$ cat src/rtl/wake_status_pkg.sv
package wake_status_pkg;

  localparam int STICKY_N = 4;

  // sticky flag index -> bit position in the status word
  // index 0 pin, 1 clock alarm, 2 comparator, 3 UART match
  localparam int STICKY_POS [STICKY_N] = '{0, 5, 6, 7};

  typedef struct packed {
    logic [STICKY_N-1:0] setSticky;
    logic                clrSticky;
    logic                loadSnap;
    logic                clrSnap;
    logic                rdHit;
  } wake_strb_t;

endpackage

$ cat src/rtl/wake_status_ctrl.sv
module wake_status_ctrl
  import wake_status_pkg::*;
#(
  parameter int ADDR_W        = 8,
  parameter int STATUS_OFFSET = 8
) (
  input  logic       clk,
  input  logic       rst,
  input  logic       inBackup,
  input  logic       pinWakePulse,
  input  logic       rtcAlarmPulse,
  input  logic       cmpAlarmPulse,
  input  logic       uartMatchPulse,
  input  logic       debounceTrig,
  input  logic       rdStrobe,
  input  logic [ADDR_W-1:0] rdAddr,
  output wake_strb_t strb
);

  localparam logic [ADDR_W-1:0] HIT_ADDR = ADDR_W'(STATUS_OFFSET);

  logic rdHit;
  logic [STICKY_N-1:0] rawEvents;

  assign rdHit     = rdStrobe && (rdAddr == HIT_ADDR);
  assign rawEvents = {uartMatchPulse, cmpAlarmPulse, rtcAlarmPulse, pinWakePulse};

  always_comb begin
    strb           = '0;
    strb.rdHit     = rdHit;
    strb.clrSticky = rdHit;
    strb.clrSnap   = rdHit;
    strb.setSticky = inBackup ? rawEvents : '0;
    strb.loadSnap  = inBackup && debounceTrig;
  end

  // a read strobe at a foreign offset must never produce a clear
  assert_foreign_no_clear_R11: assert property (@(posedge clk) disable iff (rst)
    (rdStrobe && rdAddr != HIT_ADDR) |-> !(strb.clrSticky || strb.clrSnap));

endmodule

$ cat src/rtl/wake_status_dp.sv
module wake_status_dp
  import wake_status_pkg::*;
#(
  parameter int NUM_IN   = 10,
  parameter int SNAP_LSB = 16,
  parameter int DATA_W   = 32
) (
  input  logic              clk,
  input  logic              rst,
  input  wake_strb_t        strb,
  input  logic [NUM_IN-1:0] level,
  input  logic [NUM_IN-1:0] enable,
  output logic [DATA_W-1:0] rdData
);

  logic [STICKY_N-1:0] stickyQ;
  logic [NUM_IN-1:0]   snapQ;
  logic [DATA_W-1:0]   word;

  for (genvar i = 0; i < STICKY_N; i++) begin : g_sticky
    always_ff @(posedge clk) begin
      if (rst)                    stickyQ[i] <= 1'b0;
      else if (strb.setSticky[i]) stickyQ[i] <= 1'b1;
      else if (strb.clrSticky)    stickyQ[i] <= 1'b0;
    end

    assert_event_kept_R5: assert property (@(posedge clk) disable iff (rst)
      strb.setSticky[i] |=> stickyQ[i]);

    assert_flag_holds_R3: assert property (@(posedge clk) disable iff (rst)
      (stickyQ[i] && !strb.clrSticky) |=> stickyQ[i]);

    assert_no_spurious_R6: assert property (@(posedge clk) disable iff (rst)
      (!stickyQ[i] && !strb.setSticky[i]) |=> !stickyQ[i]);
  end

  always_ff @(posedge clk) begin
    if (rst)               snapQ <= '0;
    else if (strb.loadSnap) snapQ <= level & enable;
    else if (strb.clrSnap)  snapQ <= '0;
  end

  always_comb begin
    word = '0;
    for (int i = 0; i < STICKY_N; i++) word[STICKY_POS[i]] = stickyQ[i];
    word[SNAP_LSB +: NUM_IN] = snapQ;
    rdData = strb.rdHit ? word : '0;
  end

  assert_read_clears_flags_R4: assert property (@(posedge clk) disable iff (rst)
    (strb.clrSticky && strb.setSticky == '0) |=> stickyQ == '0);

  assert_read_clears_snap_R4: assert property (@(posedge clk) disable iff (rst)
    (strb.clrSnap && !strb.loadSnap) |=> snapQ == '0);

  assert_snap_steady_R9: assert property (@(posedge clk) disable iff (rst)
    (!strb.loadSnap && !strb.clrSnap) |=> $stable(snapQ));

endmodule

$ cat src/rtl/wake_status_top.sv
module wake_status_top
  import wake_status_pkg::*;
#(
  parameter int NUM_IN        = 10,
  parameter int SNAP_LSB      = 16,
  parameter int DATA_W        = 32,
  parameter int ADDR_W        = 8,
  parameter int STATUS_OFFSET = 8
) (
  input  logic              clk,
  input  logic              rst,
  input  logic              inBackup,
  input  logic              pinWakePulse,
  input  logic              rtcAlarmPulse,
  input  logic              cmpAlarmPulse,
  input  logic              uartMatchPulse,
  input  logic              debounceTrig,
  input  logic [NUM_IN-1:0] wakeLevel,
  input  logic [NUM_IN-1:0] wakeEnable,
  input  logic              rdStrobe,
  input  logic [ADDR_W-1:0] rdAddr,
  output logic [DATA_W-1:0] rdData
);

  localparam int SNAP_TOP = SNAP_LSB + NUM_IN;

  wake_strb_t strb;

  wake_status_ctrl #(
    .ADDR_W(ADDR_W),
    .STATUS_OFFSET(STATUS_OFFSET)
  ) u_ctrl (
    .clk(clk),
    .rst(rst),
    .inBackup(inBackup),
    .pinWakePulse(pinWakePulse),
    .rtcAlarmPulse(rtcAlarmPulse),
    .cmpAlarmPulse(cmpAlarmPulse),
    .uartMatchPulse(uartMatchPulse),
    .debounceTrig(debounceTrig),
    .rdStrobe(rdStrobe),
    .rdAddr(rdAddr),
    .strb(strb)
  );

  wake_status_dp #(
    .NUM_IN(NUM_IN),
    .SNAP_LSB(SNAP_LSB),
    .DATA_W(DATA_W)
  ) u_dp (
    .clk(clk),
    .rst(rst),
    .strb(strb),
    .level(wakeLevel),
    .enable(wakeEnable),
    .rdData(rdData)
  );

  assert_reserved_zero_R10: assert property (@(posedge clk) disable iff (rst)
    rdData[4:1] == '0 && rdData[15:8] == '0 && rdData[DATA_W-1:SNAP_TOP] == '0);

  assert_idle_zero_R12: assert property (@(posedge clk) disable iff (rst)
    !rdStrobe |-> rdData == '0);

  assert_foreign_zero_R11: assert property (@(posedge clk) disable iff (rst)
    (rdStrobe && rdAddr != ADDR_W'(STATUS_OFFSET)) |-> rdData == '0);

  assert_snap_masked_R7: assert property (@(posedge clk) disable iff (rst)
    (debounceTrig && inBackup) |=> (u_dp.snapQ & ~$past(wakeEnable)) == '0);

endmodule

$ cat config.mk
export PLATFORM = sky130hd
export DESIGN_NAME = wake_status_top
export DESIGN_NICKNAME = d
export VERILOG_FILES = /design/src/rtl/wake_status_pkg.sv /design/src/rtl/wake_status_ctrl.sv /design/src/rtl/wake_status_dp.sv /design/src/rtl/wake_status_top.sv
export SDC_FILE = /design/constraint.sdc
export NUM_CORES = 1
export LEC_CHECK = 0
export ABC_CLOCK_PERIOD_IN_PS = 2200
export BUFFER_PORTS_ARGS = -buffer_cell sky130_fd_sc_hd__buf_2
export CAP_MARGIN = 10
export CORE_MARGIN = 1
export CORE_UTILIZATION = 42
export DETAILED_ROUTE_END_ITERATION = 8
export PLACE_DENSITY = 0.95
export SKIP_LAST_GASP = 1
export SLEW_MARGIN = 0
export SYNTH_ARGS = -nofsm -noshare
export SYNTH_HDL_FRONTEND = slang
export SYNTH_HIERARCHICAL = 1
export SYNTH_SLANG_ARGS = --single-unit
$ cat constraint.sdc
create_clock -name clk -period 2.2 [get_ports clk]
set_input_delay 0 -clock clk [delete_from_list [all_inputs] [get_ports clk]]
set_output_delay 0 -clock clk [all_outputs]
set_load 0.02 [all_outputs]
## Word level (Yosys, flattened, before mapping)

Cells that the tools add are included.

- Register bits: 14
- Bits of input ports: 37
- Output and inout bits: 32
- Logic and storage cells: 23

- Equal/unequal tests: 1
- Muxes and demuxes: 9
- Bitwise operators: 1
- Reductions and logical operators: 7

Operators with widths:

| cell | count |
|---|---|
| 2-to-1 mux 26 bit | 1 |
| 2-to-1 mux 10 bit | 2 |
| bitwise AND 10 bit | 1 |
| nonzero test 2 bit | 5 |
| == test 8 x 4 -> 1 bit, second input constant | 1 |
| 2-to-1 mux 1 bit | 5 |
| 2-to-1 mux 4 bit | 1 |
| logical AND 1 bit | 2 |

## Longest topological paths before layout

Gate-level depths: netlist of the first run.

- Depth in word-level cells: 4
- Mapped depth: 5
- Depth with buffers taken out: 4

## By module

The synthesis of the first run kept the hierarchy.

By module, submodules not included:

| module | instances | cells each | area each (um^2) | sequential area each (um^2) |
|---|---|---|---|---|
| wake_status_dp | 1 | 93 | 813.3 | 280.3 |
| wake_status_ctrl | 1 | 11 | 77.6 | 0.0 |

## Least setup slack after synthesis of the first run

OpenSTA, ideal clock, no wires.

- Path kind: input to output
- From: in rdAddr[5]
- To: out rdData[16]
- Arrival: 1.057 ns
- Data required time: 2.200 ns
- Path slack: 1.143 ns
- Stages on the path: 5
- Path buffers: 2
- Cells stage by stage: nor4b_1 and4b_1 buf_4 clkbuf_1 and2_1

- Longest elaborated chain between the ends: 3

Ends and longest elaborated chain:

| element | line | text |
|---|---|---|
| start, declared | wake_status_top.sv:21 | `input logic [ADDR_W-1:0] rdAddr,` |
| == test 8 x 4 -> 1 bit | wake_status_ctrl.sv:25 | `assign rdHit = rdStrobe && (rdAddr == HIT_ADDR);` |
| logical AND 1 bit | wake_status_ctrl.sv:25 |  |
| net u_ctrl.rdHit | wake_status_ctrl.sv:22 | `logic rdHit;` |
| 2-to-1 mux 26 bit | wake_status_dp.sv:47 | `rdData = strb.rdHit ? word : '0;` |
| end, declared | wake_status_top.sv:22 | `output logic [DATA_W-1:0] rdData` |

The timed path passes the listed nets, and every way through them passes these cells.

==> results.ini, run 1 <==
[outcome]
status = finished, final reports clean

[cts]
clock_latency_ns = 0.27
cts_sinks = 14
cts_max_level = 1
clkTransAtPathRegs_ns = 0.08
clk_path_buf_depth = 2
cts_tree = built
cts-resized-gates = 0
post_cts_buffers = 0
root_buffer = clkbuf_4
ctsHoldBuffers = 17
cts_buffers = 3

[floorplanning]
io_pins = 69
core_area_um2 = 1980
fp.dieH_um = 48.1
start_util = 0.449
fp.dieW_um = 48.1
num_rows = 16
dieArea_um2 = 2310

[flow_run]
cap_violations = 0

[detailed_routing]
drc = 0
first_pass_iters = 4
viasPerCell = 4.42
wl_per_cell_um = 10.2
ant_nets = 0
drt_wl_total_mm = 1.97
drtIter0Drc = 10
vias = 857

[place]
portBuffers = 50
place_hpwl_mm = 1.29
place.gp.congestion = 0.588
detailed_place.area_um2 = 1060
place_ws_ns = 0.738
dp_cells = 173

[global_route]
antenna_found_initial = 0
grt_usage = 0.161
grt_pass1_wl_mm = 2.53
grt_max_degree = 29
grt_pass1_vias = 630
grt_overflow = 0

[sta]
min_period_ns = 1.41
setup_viol = 0
max_slew_margin = 0.558
tightestPinTransition_ns = 0.663
finClkSkew_ns = 0
rsz0062_at_grt = no
fmax_mhz = 708
setup_tns_ns = 0
fin_ws_ns = 0.788
post-route-period-util = 0.642
finalHoldViolations = 0
drv_slew = 0

[cells_and_area]
fin_cells = 194
finalInstanceArea_um2 = 1260
drive_gt1_frac = 0.377
area_delta_synth_final_pct = 41.7
nNetsFinal = 205
n_antenna_cell = 0

[power]
p_switching_uw = 141
swShare = 0.254
seqPwrFrac = 0.481
p_comb_frac = 0.199
p_leak_uw = 0.000586
pwr-share-clk = 0.320
powerDensity_nw_per_um2 = 441
internal_power_uw = 415
vdd_drop_max_v = 0.000191

[worst_setup_path]
startpoint = rdAddr[5]
cp_slowest_cell = and4b_1
path_buf_inv = 2
worstPathArrival_ns = 1.41
crit_chain = buf_2, nor4b_1, and4b_1, and2_1, buf_2
cp_max_fo = 28
cp-end-kind = primary output
cpLargestDelayFamily = simple AND/OR/NAND/NOR gates
cpPeakStageDelay_ns = 0.66
reg2reg_from = u_dp/snapQ[9]$_SDFFE_PP0P_
worst-setup-path-type = in2out
required_ns = 2.20
cp_common_cell = buf_2
start_kind = input port

[synthesis]
async_flop_share = 0
synth_edf_count = 0
yosys-top-cells-count = 21 x buf_4, 19 x and2_1, 14 x dfxtp_1, 10 x nand3_1, 10 x or3b_1
yosysTopAreaCellShare = 0.315
yosysSeqAreaShare = 0.315
synthFlopType = dfxtp_1
yosysWarnings = 6
syn_avg_cell_area_um2 = 8.57
ys_top_cells_by_area = dfxtp_1 31%, buf_4 18%, and2_1 13%, or3b_1 9.8%, a21oi_2 8.8%
synth_top_area_cell = dfxtp_1
post_synth_num_cell_types = 16
yosys_register_bits = 14
syn_inst = 104
yosys.cell_count.top_type = buf_4
synth_area_um2 = 891

[min_path]
hp-start = wakeLevel[5]
hp-class = in2reg

-- routing by layer --
| metal | wire length, µm | up-vias | GRT usage |
|---|---|---|---|
| met3 | 101 | 2 | 0.0377 |
| met1 | 801 | 386 | 0.173 |
| li1 | - | 432 | - |
| met5 | 0 | - | 0 |
| met2 | 1060 | 37 | 0.300 |
| met4 | 8 | 0 | 0.0667 |
-- power by group through the flow --
stage | combinational, µW | sequential, µW | clock, µW
2_1_floorplan | 82.4 | 272 | 0
3_3_place_gp | 88.1 | 273 | 0
3_5_place_dp | 91.3 | 273 | 0
4_1_cts | 109 | 268 | 186
5_1_grt | 122 | 269 | 193
6_report | 111 | 267 | 178
-- layout by cell type (no fill, tap or decap) --
cell type,instances
buf_2,50
dfxtp_1,14
inv_1,4
nand3_1,10
and2_1,19
clkbuf_8,1
nor4b_1,1
nand2b_1,4
conb_1,18
and4b_1,1
a21oi_1,5
dlygate4sd3_1,17
or3b_1,10
clkbuf_4,3
nor3_1,1
a21oi_2,9
-- state kept, by name (all words and copies together), names as in the netlist --
| signal | cells |
|---|---|
| u_dp/snapQ | 10 |
| u_dp/stickyQ | 4 |
-- worst min-delay path, stage by stage --
cell and delay, ns:
buf_2 0.09, nand3_1 0.09, a21oi_2 0.05
-- per-stage QoR --
step | util | hold WS [ns] | total power, µW
6_report | 0.637 | 0.00428 | 557
5_1_grt | 0.637 | 0.0134 | 584
4_1_cts | 0.637 | 0.00150 | 563
3_5_place_dp | 0.533 | 0.270 | 365
3_3_place_gp | 0.533 | 0.268 | 361
2_1_floorplan | - | 0.0624 | 355
-- kinds of logic (layout without fill, tap and decap cells) --
logic type,after synthesis,in the layout,synth area share
other,1,18,0.00421
buffers and inverters,29,75,0.222
AO/OA/AOI/OAI,14,14,0.117
AND/OR/NAND/NOR,46,46,0.343
flip-flops,14,14,0.315
-- worst paths after layout --
| path | slack, ns | cells after the start | end |
|---|---|---|---|
| setup / recovery | 0.79 | 5 | rdData[22] |
| hold / removal | 0.004 | 3 | u_dp/snapQ[5]$_SDFFE_PP0P_ |
| setup reg to reg | 1.30 | 2 | u_dp/snapQ[9]$_SDFFE_PP0P_ |
| hold reg to reg | 0.47 | 2 | u_dp/stickyQ[2]$_SDFFE_PP0P_ |
-- layout make-up --
| type | instances | area [µm²] |
|---|---|---|
| flip-flops and latches | 14 | 280 |
| well taps | 27 | 33.8 |
| clock buffers | 4 | 36.3 |
| fillers | 173 | 719 |
| multi-input cells | 78 | 477 |
| inverters | 4 | 15.0 |
| repair buffers | 67 | 420 |
Power figures use the tool's default switching activity.
==> run 2: changes to the inputs <==
ABC_CLOCK_PERIOD_IN_PS = 1400   (was 2200)
CORE_UTILIZATION = 39   (was 42)
PLACE_DENSITY = 0.91   (was 0.95)
clock period = 1.4 ns   (was 2.2 ns; I/O delays follow)
==> run 2 against run 1 <==
Via count increased by 1.1%. Sequential share of layout area increased by 0.77 points. Global-route usage increased by 1.6 points. Count of clock-buffer cells in the layout decreased by 1. Die area increased by 7.4%. Clock skew unchanged. Sequential cell count unchanged. Largest power group unchanged. Highest routed layer unchanged.
==> results.ini, run 2 (synthesis gave the netlist of run 1 again) <==
[outcome]
status = finished, final reports clean

[cts]
clkTransAtPathRegs_ns = 0.08
post_cts_buffers = 0
clock_latency_ns = 0.27
clk_path_buf_depth = 2
cts_buffers = 3
cts_tree = built
cts_sinks = 14
root_buffer = clkbuf_4
cts_max_level = 1

[cells_and_area]
mostFrequentLayoutCell = buf_2
nNetsFinal = 201
finalInstanceArea_um2 = 1220
area_delta_synth_final_pct = 36.9
top_regs = u_dp/snapQ: 10 flops, u_dp/stickyQ: 4 flops
largest_register = u_dp/snapQ
most-common-layout-cells = 50 x buf_2, 18 x and2_1, 18 x conb_1, 14 x dfxtp_1, 12 x dlygate4sd3_1
largest_register_ff_count = 10
nFillCells = 194
n_antenna_cell = 0
drive_gt1_frac = 0.395

[floorplanning]
io_pins = 69
dieArea_um2 = 2480
fp.dieW_um = 49.8
fp.dieH_um = 49.8
start_util = 0.432
core_area_um2 = 2060
num_rows = 16

[place]
detailed_place.area_um2 = 1080
place_hpwl_mm = 1.49
place.gp.congestion = 0.646
portBuffers = 50
place_ws_ns = 0.199

[power]
p_leak_uw = 0.000577
powerDensity_nw_per_um2 = 659
vdd_drop_max_v = 0.000350

[min_path]
worstHoldPathCells = 3
hp-class = in2reg

[global_route]
grt_pass1_wl_mm = 3.32
grt_max_degree = 29
antenna_found_initial = 0
grt_usage = 0.177
grt_overflow = 0
grt_pass1_vias = 774

[sta]
finClkSkew_ns = 0
fmax_mhz = 796
fin_ws_ns = 0.144
setup_tns_ns = 0
post-route-period-util = 0.897
rsz0062_at_grt = no
min_period_ns = 1.26
finalHoldViolations = 0
drv_slew = 0
setup_viol = 0

[worst_setup_path]
start_kind = input port
r2r_cells = 2
required_ns = 1.55
cp_max_fo = 1
worstPathArrival_ns = 1.40
cp-end-kind = flip-flop
worst-setup-path-type = in2reg

[detailed_routing]
drt_wl_total_mm = 2.17
first_pass_iters = 4
ant_nets = 0
vias = 866
viasPerCell = 4.58
drc = 0
drtIter0Drc = 10
wl_per_cell_um = 11.5

[flow_run]
cap_violations = 0

run 2: timing repair:
item	4_1_cts	5_1_grt
endpoints found under the setup margin	0	3
endpoints found under the hold margin	7	1
hold buffers	11	1
resized for setup	0	1
run 2: path summary, 6_finish.rpt:
| check | startpoint | to | slack, ns |
|---|---|---|---|
| worst max-delay path | wakeEnable[7] | u_dp/snapQ[7]$_SDFFE_PP0P_ | 0.14 |
| worst min-delay path | wakeEnable[5] | u_dp/snapQ[5]$_SDFFE_PP0P_ | 0.01 |
| worst max register to register | u_dp/snapQ[6]$_SDFFE_PP0P_ | u_dp/snapQ[6]$_SDFFE_PP0P_ | 0.46 |
| worst min register to register | u_dp/stickyQ[2]$_SDFFE_PP0P_ | u_dp/stickyQ[2]$_SDFFE_PP0P_ | 0.48 |
run 2: final cells by class:
cell class | count | area (µm²) | area share
timing repair buffer | 63 | 390 | 0.320
tap | 27 | 33.8 | 0.0277
clock buffer | 3 | 22.5 | 0.0185
multi-input combinational | 78 | 478 | 0.392
inverter | 4 | 15.0 | 0.0123
sequential | 14 | 280 | 0.230
run 2: through the flow:
step                total power, µW  instances  utilization  hold WS (ns)
finish                          804        189        0.592        0.0115
global route                    852        189        0.592      0.000303
CTS                             811        188        0.586     0.0000456
detailed placement              576        174        0.522         0.274
global placement                567        174        0.522         0.267
floorplan                       557        121            -        0.0624
run 2: critical path, stage by stage:
cell and delay (ns):
dlygate4sd3_1 0.55, buf_2 0.13, nand3_1 0.08, dlygate4sd3_1 0.59
a21oi_2 0.06
run 2: power by group:
| part | total, µW | internal [µW] | switching (µW) |
|---|---|---|---|
| sequential | 421 | 414 | 7.13 |
| combinational | 170 | 75.5 | 94.1 |
| clock | 213 | 99.3 | 114 |
| total | 804 | 589 | 215 |
run 2: metal layers:
| layer | GRT usage | part of all wire |
|---|---|---|
| met5 | 0 | 0 |
| met4 | 0.0810 | 0.011 |
| met3 | 0.0432 | 0.060 |
| met2 | 0.329 | 0.55 |
| met1 | 0.184 | 0.38 |
==> run 3: changes to the inputs <==
ABC_CLOCK_PERIOD_IN_PS = 1020   (was 1400)
CORE_UTILIZATION = 35   (was 39)
PLACE_DENSITY = 0.87   (was 0.91)
clock period = 1.02 ns   (was 1.4 ns; I/O delays follow)
==> run 3 against run 2 <==
The run now ends with negative setup slack left. Utilization increased by 2.1 points. Wire length up 4.0%. Die area grew 11%. Setup slack got worse by 0.20 ns. Clock skew unchanged. Final cell count is 4.2% higher. Sequential cell count unchanged. Non-clock buffer count is 7 higher. Critical endpoint is now rdData[23].
==> results.ini, run 3 (synthesis gave the netlist of run 1 again) <==
[floorplanning]
core_area_um2 = 2300
io_pins = 69
num_rows = 17
fp.dieW_um = 52.5
dieArea_um2 = 2750
start_util = 0.388
fp.dieH_um = 52.5

[cts]
cts_buffers = 3
post_cts_buffers = 0
clkTransAtPathRegs_ns = 0.08
root_buffer = clkbuf_4
cts_tree = built
cts_max_level = 1
clock_latency_ns = 0.27
cts_sinks = 14
clk_path_buf_depth = 2

[sta]
finClkSkew_ns = 0
fin_ws_ns = -0.0583
finalHoldViolations = 0
setup_tns_ns = -0.739
max_slew_margin = 0.632
setup_viol = 21
tightestPinTransition_ns = 0.552
drv_slew = 0
rsz0062_at_grt = yes
fmax_mhz = 927
post-route-period-util = 1.06
min_period_ns = 1.08

[power]
powerDensity_nw_per_um2 = 824
p_total_uw = 1160
vdd_drop_max_v = 0.000852
p_leak_uw = 0.000665

[global_route]
grt_pass1_wl_mm = 3.63
grt_max_degree = 15
antenna_found_initial = 0
grt_usage = 0.184
grt_overflow = 0
grt_pass1_vias = 866

[cells_and_area]
largest_register = u_dp/snapQ
drive_gt1_frac = 0.515
n_antenna_cell = 0
fin_cells = 197
area_delta_synth_final_pct = 58.0
largest_register_ff_count = 10
finalInstanceArea_um2 = 1410
mostFrequentLayoutCell = buf_2
nNetsFinal = 208
most-common-layout-cells = 36 x buf_2, 18 x conb_1, 16 x dlygate4sd3_1, 15 x buf_4, 14 x dfxtp_1
top_regs = u_dp/snapQ: 10 flops, u_dp/stickyQ: 4 flops

[detailed_routing]
drt_wl_total_mm = 2.26
ant_nets = 0
vias = 861
drtIter0Drc = 1
wl_per_cell_um = 11.5
first_pass_iters = 2
drc = 0
viasPerCell = 4.37

[place]
detailed_place.area_um2 = 1120
place_hpwl_mm = 1.35
place.gp.congestion = 0.649
place_ws_ns = -0.162
dp_cells = 177
portBuffers = 50

[flow_run]
cap_violations = 0

[worst_setup_path]
cp_max_fo = 14
start_kind = input port
worst-setup-path-type = in2out
required_ns = 1.02
worstPathArrival_ns = 1.08
cp-end-kind = primary output

[outcome]
status = finished, violations left
violations = negative setup slack

[min_path]
hp-class = in2reg

==> run 3: cell count changes in the layout (fill, tap and decap cells not counted), sizes merged <==
cell         previous run  this run
dlygate4sd3            12        16
bufbuf                  0         1
buf                    51        53
==> run 3: layout make-up <==
type	instances	area, µm²
fill	199	890
multi-input combinational	78	529
timing repair buffer	70	526
sequential	14	280
tap	28	35.0
clock buffer	3	22.5
inverter	4	15.0
==> run 3: report_power, final <==
part           leakage [µW]  internal (µW)  switching, µW
Clock             0.0000138            137            170
Sequential         0.000114            568           8.87
Combinational      0.000536            138            137
==> run 3: final timing paths <==
| kind | start | to | slack (ns) | cells after the start |
|---|---|---|---|---|
| worst max register to register | u_dp/snapQ[5]$_SDFFE_PP0P_ | u_dp/snapQ[5]$_SDFFE_PP0P_ | 0.11 | 2 |
| worst min register to register | u_dp/stickyQ[2]$_SDFFE_PP0P_ | u_dp/stickyQ[2]$_SDFFE_PP0P_ | 0.47 | 2 |
| worst max-delay path | rdAddr[5] | rdData[23] | -0.06 | 6 |
| worst min-delay path | wakeEnable[3] | u_dp/snapQ[3]$_SDFFE_PP0P_ | 0.007 | 3 |
==> run 3: through the flow <==
| stage | utilization | hold slack [ns] |
|---|---|---|
| 2_1_floorplan | - | 0.0624 |
| 3_3_place_gp | 0.486 | 0.279 |
| 3_5_place_dp | 0.486 | 0.279 |
| 4_1_cts | 0.599 | 0.000570 |
| 5_1_grt | 0.613 | 0.00837 |
| 6_report | 0.613 | 0.00721 |
==> run 3: per-layer routing <==
layer  up-vias  global-route usage  part of all wire
met5         -                   0                 0
met1       381               0.189              0.39
met3         4              0.0232             0.060
li1        436                   -                 -
met4         0              0.0789             0.014
met2        40               0.363              0.53
==> run 3: worst max-delay path, stage by stage <==
cell,delay (ns)
buf_2,0.11
nor4b_4,0.26
and4b_2,0.30
buf_12,0.13
and2_2,0.14
buf_4,0.13
==> run 3: repair_timing <==
action / 4_1_cts / 5_1_grt
gates cloned: 1 / 0
pin swaps: 1 / 5
gates resized for setup: 16 / 10
hold buffers: 16 / 0
endpoints found under the hold margin: 9 / 0
setup endpoints to repair: 14 / 28
